### src/rtl/uwm_pkg.sv
package uwm_pkg;

    localparam int OPC_W = 6;

    localparam logic [OPC_W-1:0] OPC_LD_LEFT  = 6'h22;
    localparam logic [OPC_W-1:0] OPC_LD_RIGHT = 6'h26;
    localparam logic [OPC_W-1:0] OPC_ST_LEFT  = 6'h2A;
    localparam logic [OPC_W-1:0] OPC_ST_RIGHT = 6'h2E;

    typedef enum logic [1:0] {
        K_LD_LEFT  = 2'd0,
        K_LD_RIGHT = 2'd1,
        K_ST_LEFT  = 2'd2,
        K_ST_RIGHT = 2'd3
    } uwm_kind_e;

    typedef enum logic [2:0] {
        S_IDLE = 3'd0,
        S_RD   = 3'd1,
        S_WAIT = 3'd2,
        S_WR   = 3'd3,
        S_DONE = 3'd4
    } uwm_state_e;

    typedef struct packed {
        logic      legal;
        uwm_kind_e kind;
    } uwm_op_t;

    function automatic uwm_op_t classify(input logic [OPC_W-1:0] opc);
        uwm_op_t r;
        r.legal = 1'b1;
        case (opc)
            OPC_LD_LEFT:  r.kind = K_LD_LEFT;
            OPC_LD_RIGHT: r.kind = K_LD_RIGHT;
            OPC_ST_LEFT:  r.kind = K_ST_LEFT;
            OPC_ST_RIGHT: r.kind = K_ST_RIGHT;
            default: begin
                r.legal = 1'b0;
                r.kind  = K_LD_LEFT;
            end
        endcase
        return r;
    endfunction

    function automatic logic kind_is_store(input uwm_kind_e k);
        return (k == K_ST_LEFT) || (k == K_ST_RIGHT);
    endfunction

    // Whether result lane 'lane' (0 = least significant) is taken from the
    // fill word; 'ofs' is the big-endian-equivalent byte offset.
    function automatic logic lane_take(input uwm_kind_e k, input int lane,
                                       input int ofs, input int top);
        case (k)
            K_LD_LEFT:  return lane >= ofs;
            K_LD_RIGHT: return lane <= ofs;
            K_ST_LEFT:  return lane <= top - ofs;
            default:    return lane >= top - ofs;
        endcase
    endfunction

    // Fill-word lane that feeds result lane 'lane' when lane_take is true.
    function automatic int lane_src(input uwm_kind_e k, input int lane,
                                    input int ofs, input int top);
        case (k)
            K_LD_LEFT:  return lane - ofs;
            K_LD_RIGHT: return lane + top - ofs;
            K_ST_LEFT:  return lane + ofs;
            default:    return lane - (top - ofs);
        endcase
    endfunction

endpackage

### src/rtl/uwm_cmd_decode.sv
module uwm_cmd_decode
    import uwm_pkg::*;
#(
    parameter int ADDR_W = 32,
    parameter int DISP_W = 16,
    parameter int LANES  = 4,
    localparam int OFS_W = $clog2(LANES)
) (
    input  logic [OPC_W-1:0]  opcode,
    input  logic [ADDR_W-1:0] base,
    input  logic [DISP_W-1:0] disp,
    input  logic              big_endian,
    output uwm_op_t           op,
    output logic [ADDR_W-1:0] word_addr,
    output logic [OFS_W-1:0]  eff_ofs
);

    localparam logic [OFS_W-1:0] TOP_OFS = OFS_W'(LANES - 1);

    logic [ADDR_W-1:0] ea;
    logic [OFS_W-1:0]  raw_ofs;

    assign op        = classify(opcode);
    assign ea        = base + {{(ADDR_W-DISP_W){disp[DISP_W-1]}}, disp};
    assign raw_ofs   = ea[OFS_W-1:0];
    assign word_addr = {ea[ADDR_W-1:OFS_W], {OFS_W{1'b0}}};
    // Little-endian lanes mirror the big-endian rules.
    assign eff_ofs   = big_endian ? raw_ofs : (TOP_OFS - raw_ofs);

endmodule

### src/rtl/uwm_lane_merge.sv
module uwm_lane_merge
    import uwm_pkg::*;
#(
    parameter int DATA_W = 32,
    localparam int LANES = DATA_W / 8,
    localparam int OFS_W = $clog2(LANES)
) (
    input  uwm_kind_e          kind,
    input  logic [OFS_W-1:0]   ofs,
    input  logic [DATA_W-1:0]  fill,
    input  logic [DATA_W-1:0]  keep,
    output logic [DATA_W-1:0]  merged
);

    logic [LANES-1:0][7:0] fill_l;
    logic [LANES-1:0][7:0] keep_l;
    logic [LANES-1:0][7:0] out_l;

    assign fill_l = fill;
    assign keep_l = keep;
    assign merged = out_l;

    for (genvar g = 0; g < LANES; g++) begin : g_lane
        int               src;
        logic             take;
        logic [OFS_W-1:0] idx;
        always_comb begin
            take = lane_take(kind, g, int'(ofs), LANES - 1);
            src  = lane_src(kind, g, int'(ofs), LANES - 1);
            idx  = src[OFS_W-1:0];
            out_l[g] = take ? fill_l[idx] : keep_l[g];
        end
    end

endmodule

### src/rtl/uwm_ctrl.sv
module uwm_ctrl
    import uwm_pkg::*;
#(
    parameter int ADDR_W = 32,
    parameter int DATA_W = 32,
    localparam int LANES = DATA_W / 8,
    localparam int OFS_W = $clog2(LANES)
) (
    input  logic              clk,
    input  logic              rst,
    input  logic              acc_valid,
    input  uwm_kind_e         acc_kind,
    input  logic [OFS_W-1:0]  acc_ofs,
    input  logic [ADDR_W-1:0] acc_addr,
    input  logic [DATA_W-1:0] acc_reg,
    output logic              busy,
    output logic              mem_req_valid,
    input  logic              mem_req_ready,
    output logic              mem_req_write,
    output logic [ADDR_W-1:0] mem_req_addr,
    output logic [DATA_W-1:0] mem_req_wdata,
    output logic [LANES-1:0]  mem_req_be,
    input  logic              mem_rsp_valid,
    input  logic [DATA_W-1:0] mem_rsp_rdata,
    output uwm_kind_e         mg_kind,
    output logic [OFS_W-1:0]  mg_ofs,
    output logic [DATA_W-1:0] mg_fill,
    output logic [DATA_W-1:0] mg_keep,
    input  logic [DATA_W-1:0] mg_word,
    output logic              done_valid,
    output logic [DATA_W-1:0] done_data
);

    localparam logic [OFS_W-1:0] TOP_OFS = OFS_W'(LANES - 1);

    uwm_state_e        state;
    uwm_kind_e         kind_q;
    logic [OFS_W-1:0]  ofs_q;
    logic [ADDR_W-1:0] addr_q;
    logic [DATA_W-1:0] reg_q;
    logic [DATA_W-1:0] word_q;
    logic              store_q;

    assign store_q = kind_is_store(kind_q);

    always_ff @(posedge clk) begin
        if (rst) begin
            state  <= S_IDLE;
            kind_q <= K_LD_LEFT;
            ofs_q  <= '0;
            addr_q <= '0;
            reg_q  <= '0;
            word_q <= '0;
        end else begin
            case (state)
                S_IDLE: if (acc_valid) begin
                    state  <= S_RD;
                    kind_q <= acc_kind;
                    ofs_q  <= acc_ofs;
                    addr_q <= acc_addr;
                    reg_q  <= acc_reg;
                end
                S_RD:   if (mem_req_ready) state <= S_WAIT;
                S_WAIT: if (mem_rsp_valid) begin
                    word_q <= mg_word;
                    state  <= store_q ? S_WR : S_DONE;
                end
                S_WR:   if (mem_req_ready) state <= S_DONE;
                S_DONE: state <= S_IDLE;
                default: state <= S_IDLE;
            endcase
        end
    end

    // Loads fill from memory over the old register; stores fill from the
    // register over the old memory word.
    assign mg_kind = kind_q;
    assign mg_ofs  = ofs_q;
    assign mg_fill = store_q ? reg_q : mem_rsp_rdata;
    assign mg_keep = store_q ? mem_rsp_rdata : reg_q;

    assign busy          = (state != S_IDLE);
    assign mem_req_valid = (state == S_RD) || (state == S_WR);
    assign mem_req_write = (state == S_WR);
    assign mem_req_addr  = addr_q;
    assign mem_req_wdata = word_q;
    assign mem_req_be    = '1;
    assign done_valid    = (state == S_DONE);
    assign done_data     = word_q;


    req_hold_chk: assert property (@(posedge clk) disable iff (rst)
        mem_req_valid && !mem_req_ready |=>
            mem_req_valid && $stable(mem_req_addr) && $stable(mem_req_write));


    wr_after_rsp_chk: assert property (@(posedge clk) disable iff (rst)
        $rose(mem_req_valid && mem_req_write) |-> $past(mem_rsp_valid));


    done_pulse_chk: assert property (@(posedge clk) disable iff (rst)
        done_valid |=> !done_valid && !mem_req_valid);


    reset_idle_chk: assert property (@(posedge clk) disable iff (rst)
        $past(rst) |-> !busy && !mem_req_valid && !done_valid);


    full_left_chk: assert property (@(posedge clk) disable iff (rst)
        (state == S_WAIT) && mem_rsp_valid && (kind_q == K_LD_LEFT) && (ofs_q == '0)
            |-> mg_word == mem_rsp_rdata);


    full_right_chk: assert property (@(posedge clk) disable iff (rst)
        (state == S_WAIT) && mem_rsp_valid && (kind_q == K_LD_RIGHT) && (ofs_q == TOP_OFS)
            |-> mg_word == mem_rsp_rdata);

endmodule

### src/rtl/uwm_unaligned_merge.sv
module uwm_unaligned_merge
    import uwm_pkg::*;
#(
    parameter int ADDR_W = 32,
    parameter int DATA_W = 32,
    parameter int DISP_W = 16,
    localparam int LANES = DATA_W / 8,
    localparam int OFS_W = $clog2(LANES)
) (
    input  logic              clk,
    input  logic              rst,
    input  logic              cmd_valid,
    input  logic [5:0]        cmd_opcode,
    input  logic [ADDR_W-1:0] cmd_base,
    input  logic [DISP_W-1:0] cmd_disp,
    input  logic              cmd_big_endian,
    input  logic [DATA_W-1:0] cmd_reg,
    output logic              busy,
    output logic              mem_req_valid,
    input  logic              mem_req_ready,
    output logic              mem_req_write,
    output logic [ADDR_W-1:0] mem_req_addr,
    output logic [DATA_W-1:0] mem_req_wdata,
    output logic [LANES-1:0]  mem_req_be,
    input  logic              mem_rsp_valid,
    input  logic [DATA_W-1:0] mem_rsp_rdata,
    output logic              done_valid,
    output logic [DATA_W-1:0] done_data
);

    uwm_op_t           dec_op;
    logic [ADDR_W-1:0] dec_addr;
    logic [OFS_W-1:0]  dec_ofs;
    uwm_kind_e         mg_kind;
    logic [OFS_W-1:0]  mg_ofs;
    logic [DATA_W-1:0] mg_fill;
    logic [DATA_W-1:0] mg_keep;
    logic [DATA_W-1:0] mg_word;

    uwm_cmd_decode #(
        .ADDR_W(ADDR_W),
        .DISP_W(DISP_W),
        .LANES (LANES)
    ) i_decode (
        .opcode    (cmd_opcode),
        .base      (cmd_base),
        .disp      (cmd_disp),
        .big_endian(cmd_big_endian),
        .op        (dec_op),
        .word_addr (dec_addr),
        .eff_ofs   (dec_ofs)
    );

    uwm_lane_merge #(
        .DATA_W(DATA_W)
    ) i_merge (
        .kind  (mg_kind),
        .ofs   (mg_ofs),
        .fill  (mg_fill),
        .keep  (mg_keep),
        .merged(mg_word)
    );

    uwm_ctrl #(
        .ADDR_W(ADDR_W),
        .DATA_W(DATA_W)
    ) i_ctrl (
        .clk          (clk),
        .rst          (rst),
        .acc_valid    (cmd_valid && dec_op.legal),
        .acc_kind     (dec_op.kind),
        .acc_ofs      (dec_ofs),
        .acc_addr     (dec_addr),
        .acc_reg      (cmd_reg),
        .busy         (busy),
        .mem_req_valid(mem_req_valid),
        .mem_req_ready(mem_req_ready),
        .mem_req_write(mem_req_write),
        .mem_req_addr (mem_req_addr),
        .mem_req_wdata(mem_req_wdata),
        .mem_req_be   (mem_req_be),
        .mem_rsp_valid(mem_rsp_valid),
        .mem_rsp_rdata(mem_rsp_rdata),
        .mg_kind      (mg_kind),
        .mg_ofs       (mg_ofs),
        .mg_fill      (mg_fill),
        .mg_keep      (mg_keep),
        .mg_word      (mg_word),
        .done_valid   (done_valid),
        .done_data    (done_data)
    );


    busy_ignore_chk: assert property (@(posedge clk) disable iff (rst)
        busy && !done_valid |=> busy);

endmodule

### config.mk
export PLATFORM = sky130hd
export DESIGN_NAME = uwm_unaligned_merge
export DESIGN_NICKNAME = d
export VERILOG_FILES = /design/src/rtl/uwm_pkg.sv /design/src/rtl/uwm_cmd_decode.sv /design/src/rtl/uwm_lane_merge.sv /design/src/rtl/uwm_ctrl.sv /design/src/rtl/uwm_unaligned_merge.sv
export SDC_FILE = /design/constraint.sdc
export NUM_CORES = 1
export LEC_CHECK = 0
export CAP_MARGIN = 0
export CORE_UTILIZATION = 50
export CTS_BUF_LIST = sky130_fd_sc_hd__clkbuf_4 sky130_fd_sc_hd__clkbuf_8
export DETAILED_ROUTE_END_ITERATION = 8
export HOLD_SLACK_MARGIN = 0.12
export PLACE_DENSITY_LB_ADDON = 0.1
export SLEW_MARGIN = 20
export SYNTH_ARGS = -nofsm -noshare
export SYNTH_HDL_FRONTEND = slang
export SYNTH_HIERARCHICAL = 1
export SYNTH_SLANG_ARGS = --single-unit
### constraint.sdc
create_clock -name clk -period 3.7 [get_ports clk]
set_clock_uncertainty 0.05 [all_clocks]
set_input_delay 0.555 -clock clk [delete_from_list [all_inputs] [get_ports clk]]
set_output_delay 0.555 -clock clk [all_outputs]
set_load 0.02 [all_outputs]
* Word level (Yosys, flattened, before mapping) *
Cells that the tools add are included.

word-level totals
  bits of input ports = 124
  register bits after elaboration = 101
  output and inout port bits = 104
  word-level logic and storage cells = 96

cells by class
  muxes and demuxes = 31
  order comparisons = 18
  equality and inequality tests = 15
  add/subtract/negate cells = 16
  reduce and logical (&&, ||, !) cells = 10

operators by type and width
  operator             count
  $bmux 8 s2           4
  $mux 32              2
  $mux 8               8
  $add 32x32->32       1
  $pmux 2 s3           5
  $eq 6x6->1 const B   4
  $mux 3               5
  $lt 2x3->1 const B   4
  $pmux 1 s3           4
  $pmux 3 s4           1
  $sub 1x2->2 const A  6
  $sub 2x2->2 const A  5
  $eq 3x2->1 const B   2
  $ge 3x3->1 const A   2
  $le 3x3->1 const A   2
  $ne 2x2->1 const B   3
  $add 2x2->2 const A  2
  $eq 2x2->1 const B   2
  $ge 1x2->1 const A   2
  $le 2x2->1 const A   2
  $reduce_and 2->1     2
  $reduce_and 4->1     1
  $reduce_or 4->1      1
  $eq 3x1->1 const B   1
  18 further kinds     19

* Logic depth before layout (Yosys ltp) *
  depth after elaboration = 6
  depth in mapped cells = 11
  mapped depth without buffers = 11

* Modules after synthesis *
The synthesis kept the hierarchy.

modules (own cells, without submodules)
  module               cells an instance  sequential area each (um^2)  area an instance (um^2)  instances
  uwm_ctrl             570                2062.0                       4703.3                   1
  uwm_cmd_decode       260                0.0                          1845.5                   1
  uwm_lane_merge       156                0.0                          1408.9                   1
  uwm_unaligned_merge  1                  0.0                          6.3                      1

* Least setup slack after synthesis *
No wires, ideal clock.

  path type = input to register
  start point = input port cmd_base[0]
  end point = register i_ctrl.addr_q[28] (netlist: i_ctrl/mem_req_addr[28])
  stages = 11
  buffers on the path = 0
  setup time = 70 ps
  required time = 3580 ps
  slack = 792 ps
  data arrival time = 2787 ps
  path through = ha_1 -> inv_1 -> fa_1 -> nor2b_1 -> o2111ai_1 -> a2111oi_0 -> o21ai_0 -> and4b_1 -> a211oi_1 -> nand2_1 -> a21oi_1

between the ends
  cells in the longest elaborated chain, start to end = 1

RTL lines
  what                  RTL line                   RTL
  start, declared       uwm_unaligned_merge.sv:14  input logic [ADDR_W-1:0] cmd_base,
  $add 32x32->32        uwm_cmd_decode.sv:24       assign ea = base + {{(ADDR_W-DISP_W){disp[DISP_W-1]}}, disp};
  net dec_addr[28]      uwm_unaligned_merge.sv:32  logic [ADDR_W-1:0] dec_addr;
  end signal, assigned  uwm_ctrl.sv:60             addr_q <= acc_addr;
  end, declared         uwm_ctrl.sv:39             logic [ADDR_W-1:0] addr_q;

The timed path passes the listed nets, and every way through them passes these cells.
A chain may end at the register's enable or synchronous reset.

* Worst setup path after layout *
  start point = input port cmd_base[0]
  end point = register i_ctrl.addr_q[20] (netlist: i_ctrl/mem_req_addr[20])

Same word-level chain as after synthesis.

==> impl_summary.txt <==
----------------------------------------------------
[STA]
  Unrepaired setup endpoints after global routing ... no
  Post-route clock period utilization ... 88.6%
  Post-layout worst setup margin ... 0.422 ns
  Maximum clock frequency ... 305 MHz
  Minimum hold slack ... 0.407 ns
  Final count of pins violating max slew ... 0
  Final Hold Violating Endpoints ... 0
  Slew at the pin closest to its max-slew limit ... 0.885 ns
  Final setup violation count ... 0
  Max_slew headroom ... 41.0%
  Final min period ... 3.28 ns
  Setup total negative slack ... 0 ns

[Route]
  Remaining antenna violation count ... 0
  Post-detailed-route DRC marker count ... 0
  Avg WL per Cell ... 16.6 microns
  Total wire length ... 22.7 mm
  Vias post-DR ... 7448
  Detailed-route vias per instance ... 5.44
  Total iterations of the first detailed-routing run ... 5
  1st-iter DRT viols ... 352

[Pwr]
  Switching pwr ... 768 uW
  Cell-internal power ... 1730 uW
  Max IR drop VDD ... 0.000157 V
  Pwr/cell area ... 244 nW/um^2
  Clock share of power ... 26.9%
  Logic gate share of total power ... 27.9%
  Cell leakage power ... 0.00387 uW
  Sequential share of power ... 45.2%
  Switching fraction of total power ... 30.7%

[CTS]
  CTS tree ... done
  Maximum level of the CTS H-tree ... 3
  Clock-pin slew on the worst setup and hold paths ... 0.10 ns
  Total clock buffers created by CTS ... 9
  Number of buffers added to fix hold violations after cts ... 0
  Clock network latency to the later pin of the worst-skew pair ... 0.38 ns
  Clock sink count ... 103
  Post-CTS setup repair buffer count ... 0
  Number of gates resized after cts ... 0
  Largest buffer count on any clock path ... 2
  Root Driver ... sky130_fd_sc_hd__clkbuf_8

[Die]
  Die X-Extent ... 128 microns
  Core area ... 15400 sq um
  Die area ... 16400 sq um
  I/O pin count ... 228
  Placement Rows ... 45
  Die Y-Extent ... 128 microns
  Starting utilization of the core area ... 51.8%

[Placement]
  DPL Wire Length ... 17.1 mm
  Count of buffers from port buffering ... 223
  Routability congestion estimate ... 0.895
  Post-Place Worst Slack ... 0.0508 ns

[Worst setup path]
  Element type at the critical path end ... flip-flop
  Worst path arrival time ... 3.54 ns
  Worst Reg-to-Reg Cells ... 8
  Crit path max fanout ... 4
  Critical path launch point type ... input port
  Internal reg-to-reg setup slack ... 0.76 ns
  Critical Path RT ... 3.96 ns
  Startpoint of the worst register-to-register path ... i_ctrl/mg_ofs[1]
  Start-to-end type of the worst setup path ... in2reg
  Reg2reg end ... i_ctrl/done_data[29]
  Startpoint of the most critical setup path ... cmd_base[0]
  Timing endpoint of the critical path ... i_ctrl/mem_req_addr[20]

[GRT]
  Global-route wire length before repair ... 35.1 mm
  Via count of the first global-routing pass ... 6891
  Number of antenna violations at the first check in global routing ... 0
  Final global-route overflow total ... 0
  Maximum number of pins on one net before global-route repair ... 82
  Tot GR Track Use ... 27.3%

[Synthesis]
  Portion of the post-synthesis area used by sequential elements ... 25.9%
  Most used DFF post-synth ... sky130_fd_sc_hd__dfxtp_1
  Area of the mapped netlist ... 7960 sq um
  Number of warnings issued by yosys ... 6
  Average footprint of a synthesized cell ... 8.07 sq um
  Adder and majority gate portion of the synthesized area ... 7.01%
  Ys async rst share ... 0%
  XOR/XNOR Fraction of Synth Area ... 3.50%
  Share of synthesized area spent on multiplexers ... 21.1%
  Dominant cells by area after synthesis ... sky130_fd_sc_hd__dfxtp_1 (26%), sky130_fd_sc_hd__mux2_2 (14%), sky130_fd_sc_hd__nand2_1 (10%)
  Basic-gate share of the synthesized area counting and, or, nand and nor cells ... 17.2%
  Synthesized-area fraction occupied by ao, oa, aoi and oai cells ... 17.2%
  Post-synth EDFFs ... 0
  Largest family of logic cells by synthesized area ... multiplexers
  Top cell type by total area after synthesis ... sky130_fd_sc_hd__dfxtp_1
  Number of distinct library cells after synthesis ... 63
  Area share of the largest cell type after synthesis ... 25.9%
  Post-synthesis instance total ... 987
  Synthesis-stage register bit count ... 103

[Layout]
  # fillers ... 1365
  Nets ... 1321
  Ratio of cells with drive above 1 in the final layout ... 13.2%
  Antenna diode instance count ... 0
  Area growth, synth to finish ... 28.9%
  Reg area ... 2060 sq um
  Multi-input combinational cell area ... 5310 sq um

[Worst hold path]
  Worst hold-check path type ... reg2reg

[Status]
  Run status ... finished, final reports clean

[Run]
  Max-capacitance violation count ... 0

----------------------------------------------------
cells by family after synthesis:
logic type      Yosys count
compound gates          230
other cells               2
xor+xnor                 31
flops                   103
mux                     156
buf+inv                 109
fa+ha+maj                44
simple gates            312
routing by layer:
metal  wire [microns]  vias to the layer above  global-route usage [%]
li1                 -                     3751                       -
met1             9960                     3407                    34.0
met2            10700                      240                    45.4
met3             1130                       50                    5.13
met4              893                        0                    12.7
met5                0                        -                       0
cell usage in the layout, fill, tap and decap left out, types with 3 or more instances in the layout:
master	count
sky130_fd_sc_hd__conb_1	6
sky130_fd_sc_hd__a21o_1	13
sky130_fd_sc_hd__a22oi_1	5
sky130_fd_sc_hd__a31oi_1	6
sky130_fd_sc_hd__o21a_1	7
sky130_fd_sc_hd__dfxtp_1	102
sky130_fd_sc_hd__nand3_1	6
sky130_fd_sc_hd__a21oi_1	137
sky130_fd_sc_hd__nand2b_1	5
sky130_fd_sc_hd__and2_1	7
sky130_fd_sc_hd__a221oi_1	3
sky130_fd_sc_hd__and3_1	7
sky130_fd_sc_hd__o21bai_1	3
sky130_fd_sc_hd__mux2_2	97
sky130_fd_sc_hd__o211ai_1	4
sky130_fd_sc_hd__nor3_1	7
sky130_fd_sc_hd__clkbuf_8	9
sky130_fd_sc_hd__clkinvlp_4	3
sky130_fd_sc_hd__nand2_1	221
sky130_fd_sc_hd__nor2_1	27
sky130_fd_sc_hd__inv_1	14
sky130_fd_sc_hd__a2111oi_0	3
sky130_fd_sc_hd__buf_4	24
sky130_fd_sc_hd__ha_1	43
sky130_fd_sc_hd__nor2b_1	10
sky130_fd_sc_hd__xor2_1	14
sky130_fd_sc_hd__o21ai_0	23
sky130_fd_sc_hd__nand4_1	6
sky130_fd_sc_hd__a211oi_1	8
sky130_fd_sc_hd__xnor2_1	15
sky130_fd_sc_hd__mux2i_1	59
sky130_fd_sc_hd__clkdlybuf4s50_1	222
area by class of cell:
type | count | share of cell area [%]
clock inverter | 6 | 0.439
timing repair buffer | 246 | 23.4
inverter | 14 | 0.512
sequential | 103 | 20.1
multi-input combinational | 779 | 51.7
clock buffer | 10 | 1.28
tap | 211 | 2.57
worst max-delay path, stage by stage:
cell,delay (ns)
sky130_fd_sc_hd__clkdlybuf4s50_1,0.46
sky130_fd_sc_hd__ha_1,0.24
sky130_fd_sc_hd__inv_1,0.08
sky130_fd_sc_hd__fa_1,0.41
sky130_fd_sc_hd__nor2b_1,0.17
sky130_fd_sc_hd__o2111ai_1,0.19
sky130_fd_sc_hd__a2111oi_0,0.49
sky130_fd_sc_hd__buf_4,0.20
sky130_fd_sc_hd__nor2_1,0.05
sky130_fd_sc_hd__o211a_1,0.25
sky130_fd_sc_hd__a311oi_1,0.24
sky130_fd_sc_hd__nand2_1,0.08
sky130_fd_sc_hd__a21oi_1,0.12
worst min path at each step:
| stage | from | endpoint | slack [ns] | cells after the start |
|---|---|---|---|---|
| 6_report | i_ctrl/mem_req_addr[3] | i_ctrl/mem_req_addr[3] | 0.41 | 2 |
| 5_1_grt | i_ctrl/mem_req_addr[3] | i_ctrl/mem_req_addr[3] | 0.43 | 2 |
| 2_1_floorplan | i_ctrl/reg_q[0] | i_ctrl/reg_q[0] | 0.39 | 2 |
| 3_3_place_gp | i_ctrl/mem_req_addr[17] | i_ctrl/mem_req_addr[17] | 0.39 | 2 |
| 3_5_place_dp | i_ctrl/mem_req_addr[3] | i_ctrl/mem_req_addr[3] | 0.40 | 2 |
| 4_1_cts | i_ctrl/mem_req_addr[3] | i_ctrl/mem_req_addr[3] | 0.41 | 2 |
cells in the mapped netlist, types with 2 or more instances:
cell                        count
sky130_fd_sc_hd__clkbuf_1      28
sky130_fd_sc_hd__xor2_1        14
sky130_fd_sc_hd__nor3_1         7
sky130_fd_sc_hd__nand4_1        6
sky130_fd_sc_hd__nand2_1      221
sky130_fd_sc_hd__and2_1         7
sky130_fd_sc_hd__inv_1         14
sky130_fd_sc_hd__a21oi_1      137
sky130_fd_sc_hd__a31oi_1        6
sky130_fd_sc_hd__or3_1          2
sky130_fd_sc_hd__a2111oi_0      3
sky130_fd_sc_hd__a221oi_1       3
sky130_fd_sc_hd__nand2b_1       5
sky130_fd_sc_hd__buf_1          3
sky130_fd_sc_hd__a221o_1        2
sky130_fd_sc_hd__a21o_1        13
sky130_fd_sc_hd__nor3b_1        2
sky130_fd_sc_hd__nand3_1        6
sky130_fd_sc_hd__o211ai_1       4
sky130_fd_sc_hd__nor2_1        27
sky130_fd_sc_hd__xnor2_1       16
sky130_fd_sc_hd__o21a_1         7
sky130_fd_sc_hd__buf_4         38
sky130_fd_sc_hd__o21ai_0       23
sky130_fd_sc_hd__conb_1         2
sky130_fd_sc_hd__a211oi_1       8
sky130_fd_sc_hd__nor4bb_1       3
sky130_fd_sc_hd__o31ai_1        2
sky130_fd_sc_hd__buf_6          8
sky130_fd_sc_hd__buf_2         18
sky130_fd_sc_hd__o21bai_1       3
sky130_fd_sc_hd__ha_1          43
sky130_fd_sc_hd__mux2i_1       59
sky130_fd_sc_hd__mux2_2        97
sky130_fd_sc_hd__nor2b_1       10
sky130_fd_sc_hd__a22oi_1        5
sky130_fd_sc_hd__and3_1         7
sky130_fd_sc_hd__dfxtp_1      103
state kept, by name, indices dropped and copies added, names as in the netlist:
register / count
i_ctrl/mg_ofs: 2
i_ctrl/mg_kind: 2
i_ctrl/reg_q: 32
i_ctrl/done_data: 32
i_ctrl/mem_req_addr: 32
i_ctrl/state: 3
per-stage QoR:
step | util (%) | area, sq um | cells | power, uW
final | 66.8 | 10300 | 1369 | 2500
after floorplan | - | 7980 | 991 | 1580
after detailed placement | 65.6 | 10100 | 1353 | 1840
after global placement | 65.6 | 10100 | 1353 | 1840
after CTS | 66.8 | 10300 | 1369 | 2530
after global routing | 66.8 | 10300 | 1369 | 2640
power groups by stage:
stage	registers, uW	logic, uW	clock network (uW)
detailed placement	1160	686	0
global placement	1150	686	0
global route	1130	760	749
CTS	1130	691	704
finish	1130	698	671
floorplan	1160	418	0
(Power assumes the default switching activity.)
